$ cat config.mk
export PLATFORM = sky130hd
export DESIGN_NAME = pswl_synth_div
export DESIGN_NICKNAME = d
export VERILOG_FILES = /design/src/rtl/pswl_pkg.sv /design/src/rtl/pswl_serial_if.sv /design/src/rtl/pswl_ref_div.sv /design/src/rtl/pswl_fb_div.sv /design/src/rtl/pswl_pfd.sv /design/src/rtl/pswl_synth_div.sv
export SDC_FILE = /design/constraint.sdc
export NUM_CORES = 1
export LEC_CHECK = 0
export ABC_CLOCK_PERIOD_IN_PS = 3000
export BUFFER_PORTS_ARGS = -buffer_cell sky130_fd_sc_hd__clkbuf_2
export CORE_AREA = 2 2 103 105
export DETAILED_ROUTE_END_ITERATION = 8
export DIE_AREA = 0 0 105 107
export PLACE_DENSITY = 0.76
export SLEW_MARGIN = 5
export SYNTH_ARGS = -nofsm -noshare
export SYNTH_HDL_FRONTEND = slang
export SYNTH_SLANG_ARGS = --single-unit
$ cat constraint.sdc
create_clock -name clk -period 3 [get_ports clk]
set_input_delay 0.45 -clock clk [delete_from_list [all_inputs] [get_ports clk]]
set_output_delay 0.45 -clock clk [all_outputs]
set_load 0.005 [all_outputs]
$ cat src/rtl/pswl_pkg.sv
package pswl_pkg;

    localparam int ADDR_W = 2;

    typedef enum logic [ADDR_W-1:0] {
        ADDR_REF  = 2'b00,
        ADDR_FBN  = 2'b01,
        ADDR_CTL  = 2'b10,
        ADDR_NONE = 2'b11
    } addr_e;

    // control word payload, LSB is the base modulus select
    typedef struct packed {
        logic       pol_pos;
        logic [1:0] level;
        logic       p_hi;
    } ctl_t;

    localparam int CTL_W = $bits(ctl_t);

endpackage

$ cat src/rtl/pswl_serial_if.sv
module pswl_serial_if
    import pswl_pkg::*;
#(
    parameter int R_W = 14,
    parameter int A_W = 6,
    parameter int B_W = 13
) (
    input  logic           clk,
    input  logic           rst_n,
    input  logic           ser_clk,
    input  logic           ser_data,
    input  logic           ser_le,
    output logic [R_W-1:0] r_lim,
    output logic [A_W-1:0] a_lim,
    output logic [B_W-1:0] b_lim,
    output ctl_t           ctl,
    output logic           r_load,
    output logic           n_load,
    output logic           n_err
);

    localparam int N_W   = A_W + B_W;
    localparam int MX1   = (R_W > N_W) ? R_W : N_W;
    localparam int PAY_W = (MX1 > CTL_W) ? MX1 : CTL_W;
    localparam int WORD_W = PAY_W + ADDR_W;

    typedef struct packed {
        logic              sclk_s;
        logic              sclk_p;
        logic              data_s;
        logic              le_s;
        logic              le_p;
        logic [WORD_W-1:0] shreg;
        logic [R_W-1:0]    r;
        logic [A_W-1:0]    a;
        logic [B_W-1:0]    b;
        ctl_t              ctl;
        logic              err;
        logic              r_ld;
        logic              n_ld;
    } st_t;

    st_t q, d;
    logic le_rise;
    addr_e adr;
    logic [A_W-1:0] na;
    logic [B_W-1:0] nb;

    assign le_rise = q.le_s & ~q.le_p;
    assign adr     = addr_e'(q.shreg[WORD_W-1 -: ADDR_W]);
    assign na      = q.shreg[A_W-1:0];
    assign nb      = q.shreg[N_W-1:A_W];

    always_comb begin
        d        = q;
        d.r_ld   = 1'b0;
        d.n_ld   = 1'b0;
        d.sclk_s = ser_clk;
        d.sclk_p = q.sclk_s;
        d.data_s = ser_data;
        d.le_s   = ser_le;
        d.le_p   = q.le_s;
        if (q.sclk_s && !q.sclk_p) begin
            d.shreg = {q.shreg[WORD_W-2:0], q.data_s};
        end
        if (le_rise) begin
            case (adr)
                ADDR_REF: begin
                    d.r    = q.shreg[R_W-1:0];
                    d.r_ld = 1'b1;
                end
                ADDR_FBN: begin
                    if ((nb == '0) || (B_W'(na) > nb)) begin
                        d.err = 1'b1;
                    end else begin
                        d.a    = na;
                        d.b    = nb;
                        d.err  = 1'b0;
                        d.n_ld = 1'b1;
                    end
                end
                ADDR_CTL: begin
                    d.ctl = ctl_t'(q.shreg[CTL_W-1:0]);
                end
                default: begin
                end
            endcase
        end
    end

    always_ff @(posedge clk or negedge rst_n) begin
        if (!rst_n) begin
            q             <= '0;
            q.r           <= R_W'(1);
            q.b           <= B_W'(1);
            q.ctl.pol_pos <= 1'b1;
        end else begin
            q <= d;
        end
    end

    assign r_lim  = q.r;
    assign a_lim  = q.a;
    assign b_lim  = q.b;
    assign ctl    = q.ctl;
    assign r_load = q.r_ld;
    assign n_load = q.n_ld;
    assign n_err  = q.err;

    // settings move only at a latch strobe edge
    p_cfg_hold_r2: assert property (@(posedge clk) disable iff (!rst_n)
        !le_rise |=> ($stable(q.r) && $stable(q.a) && $stable(q.b) && $stable(q.ctl)));

    // a refused feedback word leaves the counts untouched
    p_reject_keeps_r3: assert property (@(posedge clk) disable iff (!rst_n)
        $rose(q.err) |-> ($stable(q.a) && $stable(q.b)));

endmodule

$ cat src/rtl/pswl_ref_div.sv
module pswl_ref_div #(
    parameter int R_W = 14
) (
    input  logic           clk,
    input  logic           rst_n,
    input  logic           tick,
    input  logic           restart,
    input  logic [R_W-1:0] r_lim,
    output logic           pulse
);

    typedef struct packed {
        logic [R_W-1:0] cnt;
        logic           pls;
    } st_t;

    st_t q, d;
    logic term;

    assign term = (r_lim <= R_W'(1)) || (q.cnt >= r_lim - R_W'(1));

    always_comb begin
        d     = q;
        d.pls = 1'b0;
        if (restart) begin
            d.cnt = '0;
        end else if (tick) begin
            if (term) begin
                d.cnt = '0;
                d.pls = 1'b1;
            end else begin
                d.cnt = q.cnt + R_W'(1);
            end
        end
    end

    always_ff @(posedge clk or negedge rst_n) begin
        if (!rst_n) q <= '0;
        else        q <= d;
    end

    assign pulse = q.pls;

    // count stays inside the programmed range
    p_cnt_bound_r7: assert property (@(posedge clk) disable iff (!rst_n)
        !restart |-> ((r_lim <= R_W'(1)) ? (q.cnt == '0) : (q.cnt < r_lim)));

    // a divided pulse always comes with a wrapped counter
    p_pulse_wrap_r7: assert property (@(posedge clk) disable iff (!rst_n)
        q.pls |-> (q.cnt == '0));

endmodule

$ cat src/rtl/pswl_fb_div.sv
module pswl_fb_div #(
    parameter int A_W = 6,
    parameter int B_W = 13
) (
    input  logic           clk,
    input  logic           rst_n,
    input  logic           tick,
    input  logic           restart,
    input  logic [A_W-1:0] a_lim,
    input  logic [B_W-1:0] b_lim,
    output logic           mod_sel,
    output logic           pulse
);

    typedef struct packed {
        logic [A_W-1:0] a_cnt;
        logic [B_W-1:0] b_cnt;
        logic           pls;
    } st_t;

    st_t q, d;
    logic b_full;

    assign b_full = (q.b_cnt >= b_lim - B_W'(1));

    always_comb begin
        d     = q;
        d.pls = 1'b0;
        if (restart) begin
            d.a_cnt = '0;
            d.b_cnt = '0;
        end else if (tick) begin
            if (b_full) begin
                d.a_cnt = '0;
                d.b_cnt = '0;
                d.pls   = 1'b1;
            end else begin
                d.b_cnt = q.b_cnt + B_W'(1);
                if (q.a_cnt < a_lim) begin
                    d.a_cnt = q.a_cnt + A_W'(1);
                end
            end
        end
    end

    always_ff @(posedge clk or negedge rst_n) begin
        if (!rst_n) q <= '0;
        else        q <= d;
    end

    assign mod_sel = (q.a_cnt < a_lim);
    assign pulse   = q.pls;

    // A is swallowed inside B, so it never runs ahead of it
    p_a_trails_b_r5: assert property (@(posedge clk) disable iff (!rst_n)
        B_W'(q.a_cnt) <= q.b_cnt);

    // both counters restart together at the end of a cycle
    p_pulse_wrap_r6: assert property (@(posedge clk) disable iff (!rst_n)
        q.pls |-> ((q.a_cnt == '0) && (q.b_cnt == '0)));

endmodule

$ cat src/rtl/pswl_pfd.sv
module pswl_pfd (
    input  logic clk,
    input  logic rst_n,
    input  logic ref_ev,
    input  logic fb_ev,
    input  logic pol_pos,
    output logic up,
    output logic dn
);

    typedef struct packed {
        logic lead_ref;
        logic lead_fb;
    } st_t;

    st_t q, d;
    logic r_hit, f_hit;

    assign r_hit = q.lead_ref | ref_ev;
    assign f_hit = q.lead_fb | fb_ev;

    always_comb begin
        d = q;
        if (r_hit && f_hit) begin
            d.lead_ref = 1'b0;
            d.lead_fb  = 1'b0;
        end else begin
            d.lead_ref = r_hit;
            d.lead_fb  = f_hit;
        end
    end

    always_ff @(posedge clk or negedge rst_n) begin
        if (!rst_n) q <= '0;
        else        q <= d;
    end

    assign up = pol_pos ? q.lead_ref : q.lead_fb;
    assign dn = pol_pos ? q.lead_fb  : q.lead_ref;

    // never both sides active
    p_tristate_r8: assert property (@(posedge clk) disable iff (!rst_n)
        !(q.lead_ref && q.lead_fb));

    // the lagging edge resets the detector
    p_clear_r8: assert property (@(posedge clk) disable iff (!rst_n)
        (q.lead_ref && fb_ev) |=> (!q.lead_ref && !q.lead_fb));

endmodule

$ cat src/rtl/pswl_synth_div.sv
module pswl_synth_div
    import pswl_pkg::*;
#(
    parameter int R_W = 14,
    parameter int A_W = 6,
    parameter int B_W = 13
) (
    input  logic       clk,
    input  logic       rst_n,
    input  logic       ref_tick,
    input  logic       pre_tick,
    input  logic       ser_clk,
    input  logic       ser_data,
    input  logic       ser_le,
    output logic       mod_sel,
    output logic       presc_hi,
    output logic       ref_div_pulse,
    output logic       fb_div_pulse,
    output logic       pump_up,
    output logic       pump_dn,
    output logic [1:0] pump_level,
    output logic       n_load_err
);

    logic [R_W-1:0] r_lim;
    logic [A_W-1:0] a_lim;
    logic [B_W-1:0] b_lim;
    ctl_t           ctl;
    logic           r_load;
    logic           n_load;

    pswl_serial_if #(.R_W(R_W), .A_W(A_W), .B_W(B_W)) u_ser (
        .clk     (clk),
        .rst_n   (rst_n),
        .ser_clk (ser_clk),
        .ser_data(ser_data),
        .ser_le  (ser_le),
        .r_lim   (r_lim),
        .a_lim   (a_lim),
        .b_lim   (b_lim),
        .ctl     (ctl),
        .r_load  (r_load),
        .n_load  (n_load),
        .n_err   (n_load_err)
    );

    pswl_ref_div #(.R_W(R_W)) u_ref (
        .clk    (clk),
        .rst_n  (rst_n),
        .tick   (ref_tick),
        .restart(r_load),
        .r_lim  (r_lim),
        .pulse  (ref_div_pulse)
    );

    pswl_fb_div #(.A_W(A_W), .B_W(B_W)) u_fb (
        .clk    (clk),
        .rst_n  (rst_n),
        .tick   (pre_tick),
        .restart(n_load),
        .a_lim  (a_lim),
        .b_lim  (b_lim),
        .mod_sel(mod_sel),
        .pulse  (fb_div_pulse)
    );

    pswl_pfd u_pfd (
        .clk    (clk),
        .rst_n  (rst_n),
        .ref_ev (ref_div_pulse),
        .fb_ev  (fb_div_pulse),
        .pol_pos(ctl.pol_pos),
        .up     (pump_up),
        .dn     (pump_dn)
    );

    assign presc_hi   = ctl.p_hi;
    assign pump_level = ctl.level;

endmodule

Word level (Yosys, flattened, before mapping)
Index checks and enable logic that the tools add are counted.
{ "op_classes": {"n_mul": 0, "div": 0, "shifts": 0, "order_cmp": 5, "mux": 19, "eq_ne": 2, "n_bitwise": 5, "addsub": 5, "n_reduce_logical": 15} }
{ "ops": {"columns": ["op", "count"], "rows": [
  ["19-bit 2-to-1 mux", 2],
  ["14-bit 2-to-1 mux", 2],
  ["20-bit 2-to-1 mux", 1],
  ["15-bit 2-to-1 mux", 1],
  ["14-bit by 1-bit adder with 14-bit output, second input constant", 1],
  ["14-bit greater-or-equal comparator", 1],
  ["14-bit by 1-bit less-or-equal comparator with 1-bit output, second input constant", 1],
  ["14-bit by 1-bit subtractor with 14-bit output, second input constant", 1],
  ["13-bit by 1-bit adder with 13-bit output, second input constant", 1],
  ["13-bit greater-or-equal comparator", 1],
  ["6-bit by 13-bit greater-than comparator with 1-bit output", 1],
  ["13-bit logical NOT", 1],
  ["13-bit by 1-bit subtractor with 13-bit output, second input constant", 1],
  ["1-bit 2-to-1 mux", 10],
  ["2-bit AND reduction", 4],
  ["6-bit by 1-bit adder with 6-bit output, second input constant", 1],
  ["6-bit < comparator", 1],
  ["6-bit 2-to-1 mux", 1],
  ["2-bit 2-to-1 mux", 2],
  ["2-bit nonzero test", 2],
  ["3-bit AND reduction", 1],
  ["3-bit nonzero test", 1],
  ["2-bit by 1-bit equality test with 1-bit output, second input constant", 1],
  ["2-bit equality test, second input constant", 1],
  ["other kinds (7)", 11]
]} }
{ "word_totals": {"inputBits": 7, "mem_count": 0, "ff_bits": 103, "romBits": 0, "latch_bits": 0, "mem_bits_rw": 0} }

Longest topological paths before layout
Gate-level depths: netlist (run 1).
{ "depth": {"depth_word": 6, "ltp_mapped": 13, "depth_no_buf": 12} }

Modules after synthesis
From an unflattened synthesis (run 1), not the netlist that was laid out.
{ "hier_totals": {"hier_cells": 559, "area_unflattened_um2": 6110.9} }
{ "by_module_without_submodules": {"columns": ["module", "n_inst", "area_each_um2", "cells_each", "seq_area_each_um2"], "rows": [
  ["pswl_serial_if", 1, 2864.0, 205, 1655.3],
  ["pswl_fb_div", 1, 1756.7, 191, 500.5],
  ["pswl_ref_div", 1, 1401.3, 156, 375.4],
  ["pswl_pfd", 1, 88.8, 7, 50.0]
]} }

Worst setup path after synthesis (run 1)
No wires, ideal clock.
{ "synth_timing": {"kind": "register -> register", "from": "register u_ser.q, in the netlist u_ser.b_lim[6]", "to": "register u_fb.q[13] (netlist bit)", "path_stages_with_launch": 11, "period_less_slack_ns": 2.830, "setup_slack_ns": 0.170, "arrival_ns": 2.747, "setup_time_ns": 0.083, "cell_sequence": "dfrtp_1 or4_1 nor4_1 xnor2_1 ha_1 a21oi_1 o21ai_0 a211oi_1 o21ai_0 or3_1 o21ai_0"} }
{ "synth_between": {"elab_chain_len": 5} }
{ "synth_lines": {"columns": ["item", "line", "text"], "rows": [
  ["start, declared", "pswl_serial_if.sv:43", "st_t q, d;"],
  ["13-bit by 1-bit subtractor with 13-bit output", "pswl_fb_div.sv:24", "assign b_full = (q.b_cnt >= b_lim - B_W'(1));"],
  ["13-bit greater-or-equal comparator", "pswl_fb_div.sv:24", null],
  ["19-bit 2-to-1 mux", "pswl_fb_div.sv:33", "if (b_full) begin"],
  ["20-bit 2-to-1 mux", "pswl_fb_div.sv:32", "end else if (tick) begin"],
  ["19-bit 2-to-1 mux", "pswl_fb_div.sv:29", "if (restart) begin"],
  ["end signal, assigned", "pswl_fb_div.sv:47", "if (!rst_n) q <= '0;"],
  ["end signal, assigned", "pswl_fb_div.sv:48", "else q <= d;"],
  ["end, declared", "pswl_fb_div.sv:21", "st_t q, d;"]
]} }
Every way passes these cells. The select of a mux whose other input is x is not followed.
A chain may end at the register's enable or synchronous reset.

Worst setup path in the final report (run 1)
{ "layout_timing": {"from": "register u_ser.q, in the netlist u_ser.b_lim[5]", "to": "register u_fb.q[3] (netlist bit)"} }
The elaborated chain is that of the path after synthesis.

==> results.ini, run 1 <==
[grt]
first_global_vias=4039
grt_overflow=0
grt_max_degree=54
grt_util_all_layers=0.213
grt_pass1_wl_um=19200
antenna_found_initial=0

[detailed_routing]
routed_wl_um=11500
drc=0
avgViaCountPerCell=5.98
wl_per_cell_um=16.4
first_pass_iters=4
vias=4190
dr.first_iter.drc_count=182
ant_nets=0

[timing]
clock_skew_ns=0.00986
fin_crit_ns=2.93
worst_hold_slack_ns=0.102
worst_pin_slew_ns=1.08
timing.fmax_mhz=341
setup_violations=0
maxSlewHeadroom=0.282
setup_tns_ns=0
final.period_utilization=0.977
hold_viol=0
finalMaxSlewViolations=0

[synthesis]
synth_cell_types=56
yosysTopAreaCellShare=0.440
synth-async-reset-ratio=1.00
yosysWarnings=0
syn_inst=532
netlist_area_um2=5680
ys_ff_latch=103
synth_common_cells=100 x dfrtp_1, 48 x mux2_2, 44 x ha_1
synth_area_per_cell_um2=10.7
synth_most_common_cell=dfrtp_1
synthTopCellsByArea=dfrtp_1 44%, ha_1 9.7%, mux2_2 9.5%, a31oi_1 2.6%, xnor2_1 2.6%
ys.flop_type=dfrtp_1
synth_top_cell_by_area=dfrtp_1
ys_seq_area_frac=0.454
synth_nets=583
synth_enable_flop_cells=0

[finish]
post-route-util=0.630
fin_area_um2=6360
fillCellCount=799
final_layout_size_suffix_gt1_frac=0.235
regArea_um2=2580
nNetsFinal=611
multi_input_area_um2=3030
syn2layout_area_growth_pct=11.9
n_antenna_cell=0

[clock_tree]
cts_buffer_depth=2
clk_latency_ns=0.37
cts_sinks=103
cts_tree=done
ctsHoldBuffers=0
path_clk_slew_ns=0.10
cts_buffers=9
htreeDepth=3
cts_root_buf=clkbuf_8

[setup_path]
critPathSlowestCell=dfrtp_1
required_ns=3.29
crit_chain=nor3_2 -> nand3b_1 -> nor4_4 -> xnor2_1 -> ha_1 -> a21oi_2 -> o21ai_2 -> a211oi_2 -> o21a_2 -> clkbuf_16 -> nand2b_1 -> a31oi_1
cp_slowest_stage_delay_ns=0.43
cp-end-kind=register
r2r-start=u_ser.b_lim[5]$_DFFE_PN0P_
path_buf_inv=1
cp-start-kind=register
startpoint=u_ser.b_lim[5]$_DFFE_PN0P_
cp_max_fo=5
cp.depth=12
reg2reg_depth=12
arrival_ns=3.22
cp_top_family=compound AO/OA/AOI/OAI gates
critPathKind=reg2reg

[pwr]
p_int_mw=2.61
swShare=0.363
p_comb_frac=0.318
clockPowerShare=0.198
p_leak_nw=3.01
cellPowerDensity_nw_per_um2=644
ir_drop_v=0.000431
p_seq_frac=0.485
p_sw_mw=1.48
total_power_mw=4.09

[floorplan]
start_util=0.563
core_area_um2=10100
die_area_um2=11200
chipWidth_um=105
die_h_um=107
std_cell_rows=37
io_pins=16

[hold_path]
hp-class=in2async

[run_status]
status=finished clean

[place]
port-buffer-count=15
hpwl_um=8190
place_area_um2=5960
gp_congestion=0.791

[flow_run]
cap_violations=0

[flip-flops by register name, indices dropped and copies added, names as in the netlist]
| name | cells |
|---|---|
| u_ser.d | 2 |
| u_ser.adr | 2 |
| u_fb.pulse | 1 |
| u_ser.n_load | 1 |
| u_ref.pulse | 1 |
| u_ser.r_load | 1 |
| u_ser.q | 3 |
| u_ser.b_lim | 13 |
| u_fb.q | 19 |
| u_ref.q | 14 |
| u_ser.na | 6 |
| u_ser.r_lim | 14 |
| u_ser.ctl | 4 |
| u_ser.a_lim | 6 |
| u_pfd.q | 2 |
| u_ser.n_err | 1 |
| u_ser.nb | 13 |
[cells in the final DEF, fill, tap and decap left out, drive strengths merged, types with 13 or more instances in the layout]
| master | n |
|---|---|
| mux2 | 52 |
| nor2 | 24 |
| xnor2 | 17 |
| o21ai | 25 |
| a31oi | 24 |
| inv | 31 |
| ha | 44 |
| buf | 17 |
| and3 | 13 |
| a21oi | 21 |
| dfrtp | 100 |
| nand2 | 36 |
| clkbuf | 27 |
| nand3 | 19 |
[stage by stage]
step | setup WS [ns] | std cells
final | 0.0686 | 701
after detailed placement | -0.105 | 677
after floorplan | 0.170 | 532
after CTS | 0.0111 | 693
after global routing | -0.0874 | 701
after global placement | 0.0595 | 677
[power groups by stage]
stage          Clock [mW]  Sequential [mW]  Combinational, mW
3_5_place_dp            0             1.98               1.26
5_1_grt             0.882             2.02               1.46
4_1_cts             0.827             1.95               1.26
6_report            0.810             1.98               1.30
3_3_place_gp            0             1.96               1.16
2_1_floorplan           0             1.85              0.986
[layer usage]
layer | vias up | track usage | share of wire
met3 | 15 | 0.0274 | 0.031
met1 | 2083 | 0.297 | 0.48
met2 | 95 | 0.339 | 0.47
met5 | - | 0 | 0
met4 | 0 | 0.0848 | 0.020
li1 | 1997 | - | -
[repair_timing]
item,CTS,global route
buffers inserted,0,6
pin swaps,0,11
gates cloned,0,2
setup endpoints to repair,6,30
resized for setup,4,27
[logic make-up (layout without fill, tap and decap cells)]
family	after synthesis	count (layout)	share of synthesized area
AOI/OAI and AO/OA	105	105	0.122
adders and majority gates	44	44	0.0969
buffers and inverters	45	78	0.0337
xor gates and xnor gates	23	23	0.0355
and+or+nand+nor	156	156	0.147
DFF	103	103	0.454
muxes	56	56	0.111
[cell type report]
cell class,count,share of cell area
Tap cell,136,0.0268
Inverter,29,0.0171
Timing Repair Buffer,33,0.0449
Sequential cell,103,0.406
Clock buffer,11,0.0222
Multi-Input combinational cell,384,0.476
Clock inverter,5,0.00630
[worst paths after layout]
kind                                         endpoint  slack, ns
setup reg to reg                u_fb.q[3]$_DFFE_PN0P_       0.07
hold reg to reg                 u_ser.q[64]$_DFF_PN0_       0.39
setup / recovery                u_fb.q[3]$_DFFE_PN0P_       0.07
min in group clk                u_ser.q[63]$_DFF_PN0_       0.17
max in group asynchronous  u_ser.r_lim[0]$_DFFE_PN1P_       2.14
hold / removal               u_ser.ctl[2]$_DFFE_PN0P_       0.10
No activity file was read; power rests on OpenSTA's default activity.
==> run 2, diff against run 1 <==
--- a/config.mk
+++ b/config.mk
@@ -11,6 +11,7 @@
 export DETAILED_ROUTE_END_ITERATION = 8
 export DIE_AREA = 0 0 105 107
 export PLACE_DENSITY = 0.76
+export SETUP_SLACK_MARGIN = 0.15
 export SLEW_MARGIN = 5
 export SYNTH_ARGS = -nofsm -noshare
 export SYNTH_HDL_FRONTEND = slang
==> constraint.sdc (replaced) <==
create_clock -name clk -period 3 [get_ports clk]
set_input_delay 0.6 -clock clk [delete_from_list [all_inputs] [get_ports clk]]
set_output_delay 0.6 -clock clk [all_outputs]
set_load 0.005 [all_outputs]
==> results.ini, run 2 (synthesis results as in run 1) <==
[clock_tree]
path_clk_slew_ns=0.10  ; about the same
ctsHoldBuffers=0  ; unchanged
cts_buffer_depth=2  ; unchanged
cts_tree=done
cts_root_buf=clkbuf_8
cts_sinks=103  ; unchanged
clk_latency_ns=0.38  ; about the same
htreeDepth=3  ; unchanged
cts_buffers=9  ; unchanged

[grt]
antenna_found_initial=0  ; unchanged
grt_pass1_wl_um=18800  ; -1.9%
first_global_vias=3866  ; -4.3%
grt_util_all_layers=0.209  ; -0.00349
grt_overflow=0  ; unchanged
grt_max_degree=57  ; +5.6%

[floorplan]
io_pins=16  ; unchanged
chipWidth_um=105  ; unchanged
core_area_um2=10100  ; unchanged
std_cell_rows=37  ; unchanged
die_h_um=107  ; unchanged
start_util=0.563  ; unchanged
die_area_um2=11200  ; unchanged

[pwr]
p_leak_nw=3.08  ; +2.1%
swShare=0.356  ; -0.00647
p_comb_frac=0.318  ; about the same
p_seq_frac=0.466  ; -0.019
cellPowerDensity_nw_per_um2=651  ; +1.1%
total_power_mw=4.23  ; +3.3%
p_sw_mw=1.51  ; +1.5%
clockPowerShare=0.216  ; +0.018
ir_drop_v=0.000304  ; -30%
p_int_mw=2.72  ; +4.3%

[setup_path]
cp_top_family=compound AO/OA/AOI/OAI gates
cp_slowest_stage_delay_ns=0.57  ; +0.14 ns
critPathKind=reg2reg
cp.depth=11  ; -1
rr_endpoint=u_fb.q[11]$_DFFE_PN0P_
arrival_ns=3.20  ; -0.02 ns
path_buf_inv=1  ; unchanged
cp_max_fo=5  ; unchanged
endpoint=u_fb.q[11]$_DFFE_PN0P_
cp-end-kind=register
cp-start-kind=register
r2r_slack_ns=0.08  ; about the same
r2r-start=u_ser.b_lim[7]$_DFFE_PN0P_
critPathSlowestCell=or4_4
crit_chain=or4_4 -> nor4_4 -> xnor2_1 -> ha_1 -> a21oi_2 -> o21ai_2 -> a211oi_2 -> o21a_4 -> clkbuf_16 -> a21oi_1 -> a31oi_1
required_ns=3.29  ; about the same
reg2reg_depth=11  ; -1
startpoint=u_ser.b_lim[7]$_DFFE_PN0P_

[finish]
reg.largest.list=u_fb.q x19, u_ref.q x14, u_ser.r_lim x14
mostFrequentLayoutCell=dfrtp_1
top_register=u_fb.q
final_cell_mix=96 x dfrtp_1, 48 x mux2_2, 42 x ha_1
syn2layout_area_growth_pct=14.3
n_antenna_cell=0  ; unchanged
final_layout_size_suffix_gt1_frac=0.263  ; +0.0272
largest_reg_flops=19  ; unchanged
nNetsFinal=621  ; +1.6%
fillCellCount=815  ; +2.0%

[run_status]
status=finished clean

[timing]
timing.fmax_mhz=343  ; +0.50%
setup_tns_ns=0  ; unchanged
fin_crit_ns=2.92  ; -0.0147 ns
hold_viol=0  ; unchanged
clock_skew_ns=0.0180  ; +0.00814 ns
maxSlewHeadroom=0.321  ; +0.0399
finalMaxSlewViolations=0  ; unchanged
rsz0062_at_grt=yes
final.period_utilization=0.972  ; -0.00490
worst_hold_slack_ns=0.275  ; +0.172 ns
setup_violations=0  ; unchanged
setup_ws_ns=0.0833  ; +0.0147 ns
worst_pin_slew_ns=1.02  ; -0.0598 ns

[place]
pre_cts_ws_ns=-0.0663  ; +0.0392 ns
hpwl_um=7890  ; -3.6%
port-buffer-count=15  ; unchanged
gp_congestion=0.846  ; +7.0%

[detailed_routing]
vias=4118  ; -1.7%
first_pass_iters=4  ; unchanged
avgViaCountPerCell=5.79  ; -3.1%
wl_per_cell_um=16.3  ; -0.33%
drc=0  ; unchanged
routed_wl_um=11600  ; +1.1%
dr.first_iter.drc_count=122  ; -33%
ant_nets=0  ; unchanged

[hold_path]
hp-class=in2async

[flow_run]
cap_violations=0  ; unchanged

-- run 2: cell count changes in the layout (fill, tap and decap cells not counted), moves of 2 or more --
| cell | delta |
|---|---|
| clkinvlp_4 | -2 |
| inv_1 | +2 |
| buf_6 | +3 |
| inv_8 | +2 |
| dfrtp_2 | +2 |
| buf_4 | +6 |
| dfrtp_1 | -2 |
| a21oi_2 | +2 |
| o21ai_0 | -4 |
| o21ai_1 | +5 |
| inv_2 | -2 |
| a21oi_1 | -2 |
| clkinv_4 | +2 |
| buf_2 | +2 |
-- run 2: repair_timing --
item	CTS	global route
setup endpoints to repair	26	32
gates resized for setup	11	35
buffers inserted	4	9
cloned	0	3
pin swaps	5	28
-- run 2: final cells by class --
| cell class | count | area [um2] | area share |
|---|---|---|---|
| clock buffer | 9 | 124 | 0.0191 |
| clock inverter | 7 | 86.3 | 0.0133 |
| inverter | 29 | 109 | 0.0168 |
| multi-input combinational | 384 | 3060 | 0.472 |
| sequential | 103 | 2590 | 0.398 |
| tap | 136 | 170 | 0.0262 |
| timing repair buffer | 43 | 354 | 0.0545 |
-- run 2: through the flow --
stage / cell area, um2 / util / instances
after floorplan: 5680 / - / 532
after global routing: 6490 / 0.643 / 711
final: 6490 / 0.643 / 711
after detailed placement: 5970 / 0.591 / 679
after CTS: 6250 / 0.620 / 699
after global placement: 5970 / 0.591 / 679
-- run 2: worst reg2reg max path, cell delays in order (launching register included) --
cell and delay (ns):
dfrtp_1 0.39, or4_4 0.57, nor4_4 0.26, xnor2_1 0.12
ha_1 0.34, a21oi_2 0.16, o21ai_2 0.09, a211oi_2 0.30
o21a_4 0.23, clkbuf_16 0.16, a21oi_1 0.06, a31oi_1 0.17
-- run 2: worst min path at each step --
stage,startpoint,to,slack [ns],cells after the start
after global placement,u_ser.d[64]$_DFF_PN0_,u_ser.q[64]$_DFF_PN0_,0.36,0
final,rst_n,u_ser.n_err$_DFFE_PN0P_,0.27,1
after detailed placement,u_ser.d[64]$_DFF_PN0_,u_ser.q[64]$_DFF_PN0_,0.37,0
after CTS,rst_n,u_ser.r_lim[11]$_DFFE_PN0P_,0.29,1
after global routing,ser_data,u_ser.q[63]$_DFF_PN0_,0.30,1
after floorplan,rst_n,u_fb.pulse$_DFF_PN0_,0.30,0
-- run 2: per-layer routing --
layer	global-route usage	vias up	share of wire	routed length (um)
li1	-	2018	-	-
met1	0.294	2018	0.48	5560
met2	0.331	70	0.47	5480
met3	0.0389	12	0.036	415
met4	0.0667	0	0.012	138
met5	0	-	0	0
-- run 2: power by group through the flow --
stage / clock network [mW] / logic, mW / registers [mW]
floorplan: 0 / 0.986 / 1.85
global placement: 0 / 1.16 / 1.96
detailed placement: 0 / 1.24 / 1.97
CTS: 0.927 / 1.26 / 1.95
global route: 0.985 / 1.51 / 2.02
finish: 0.912 / 1.35 / 1.97
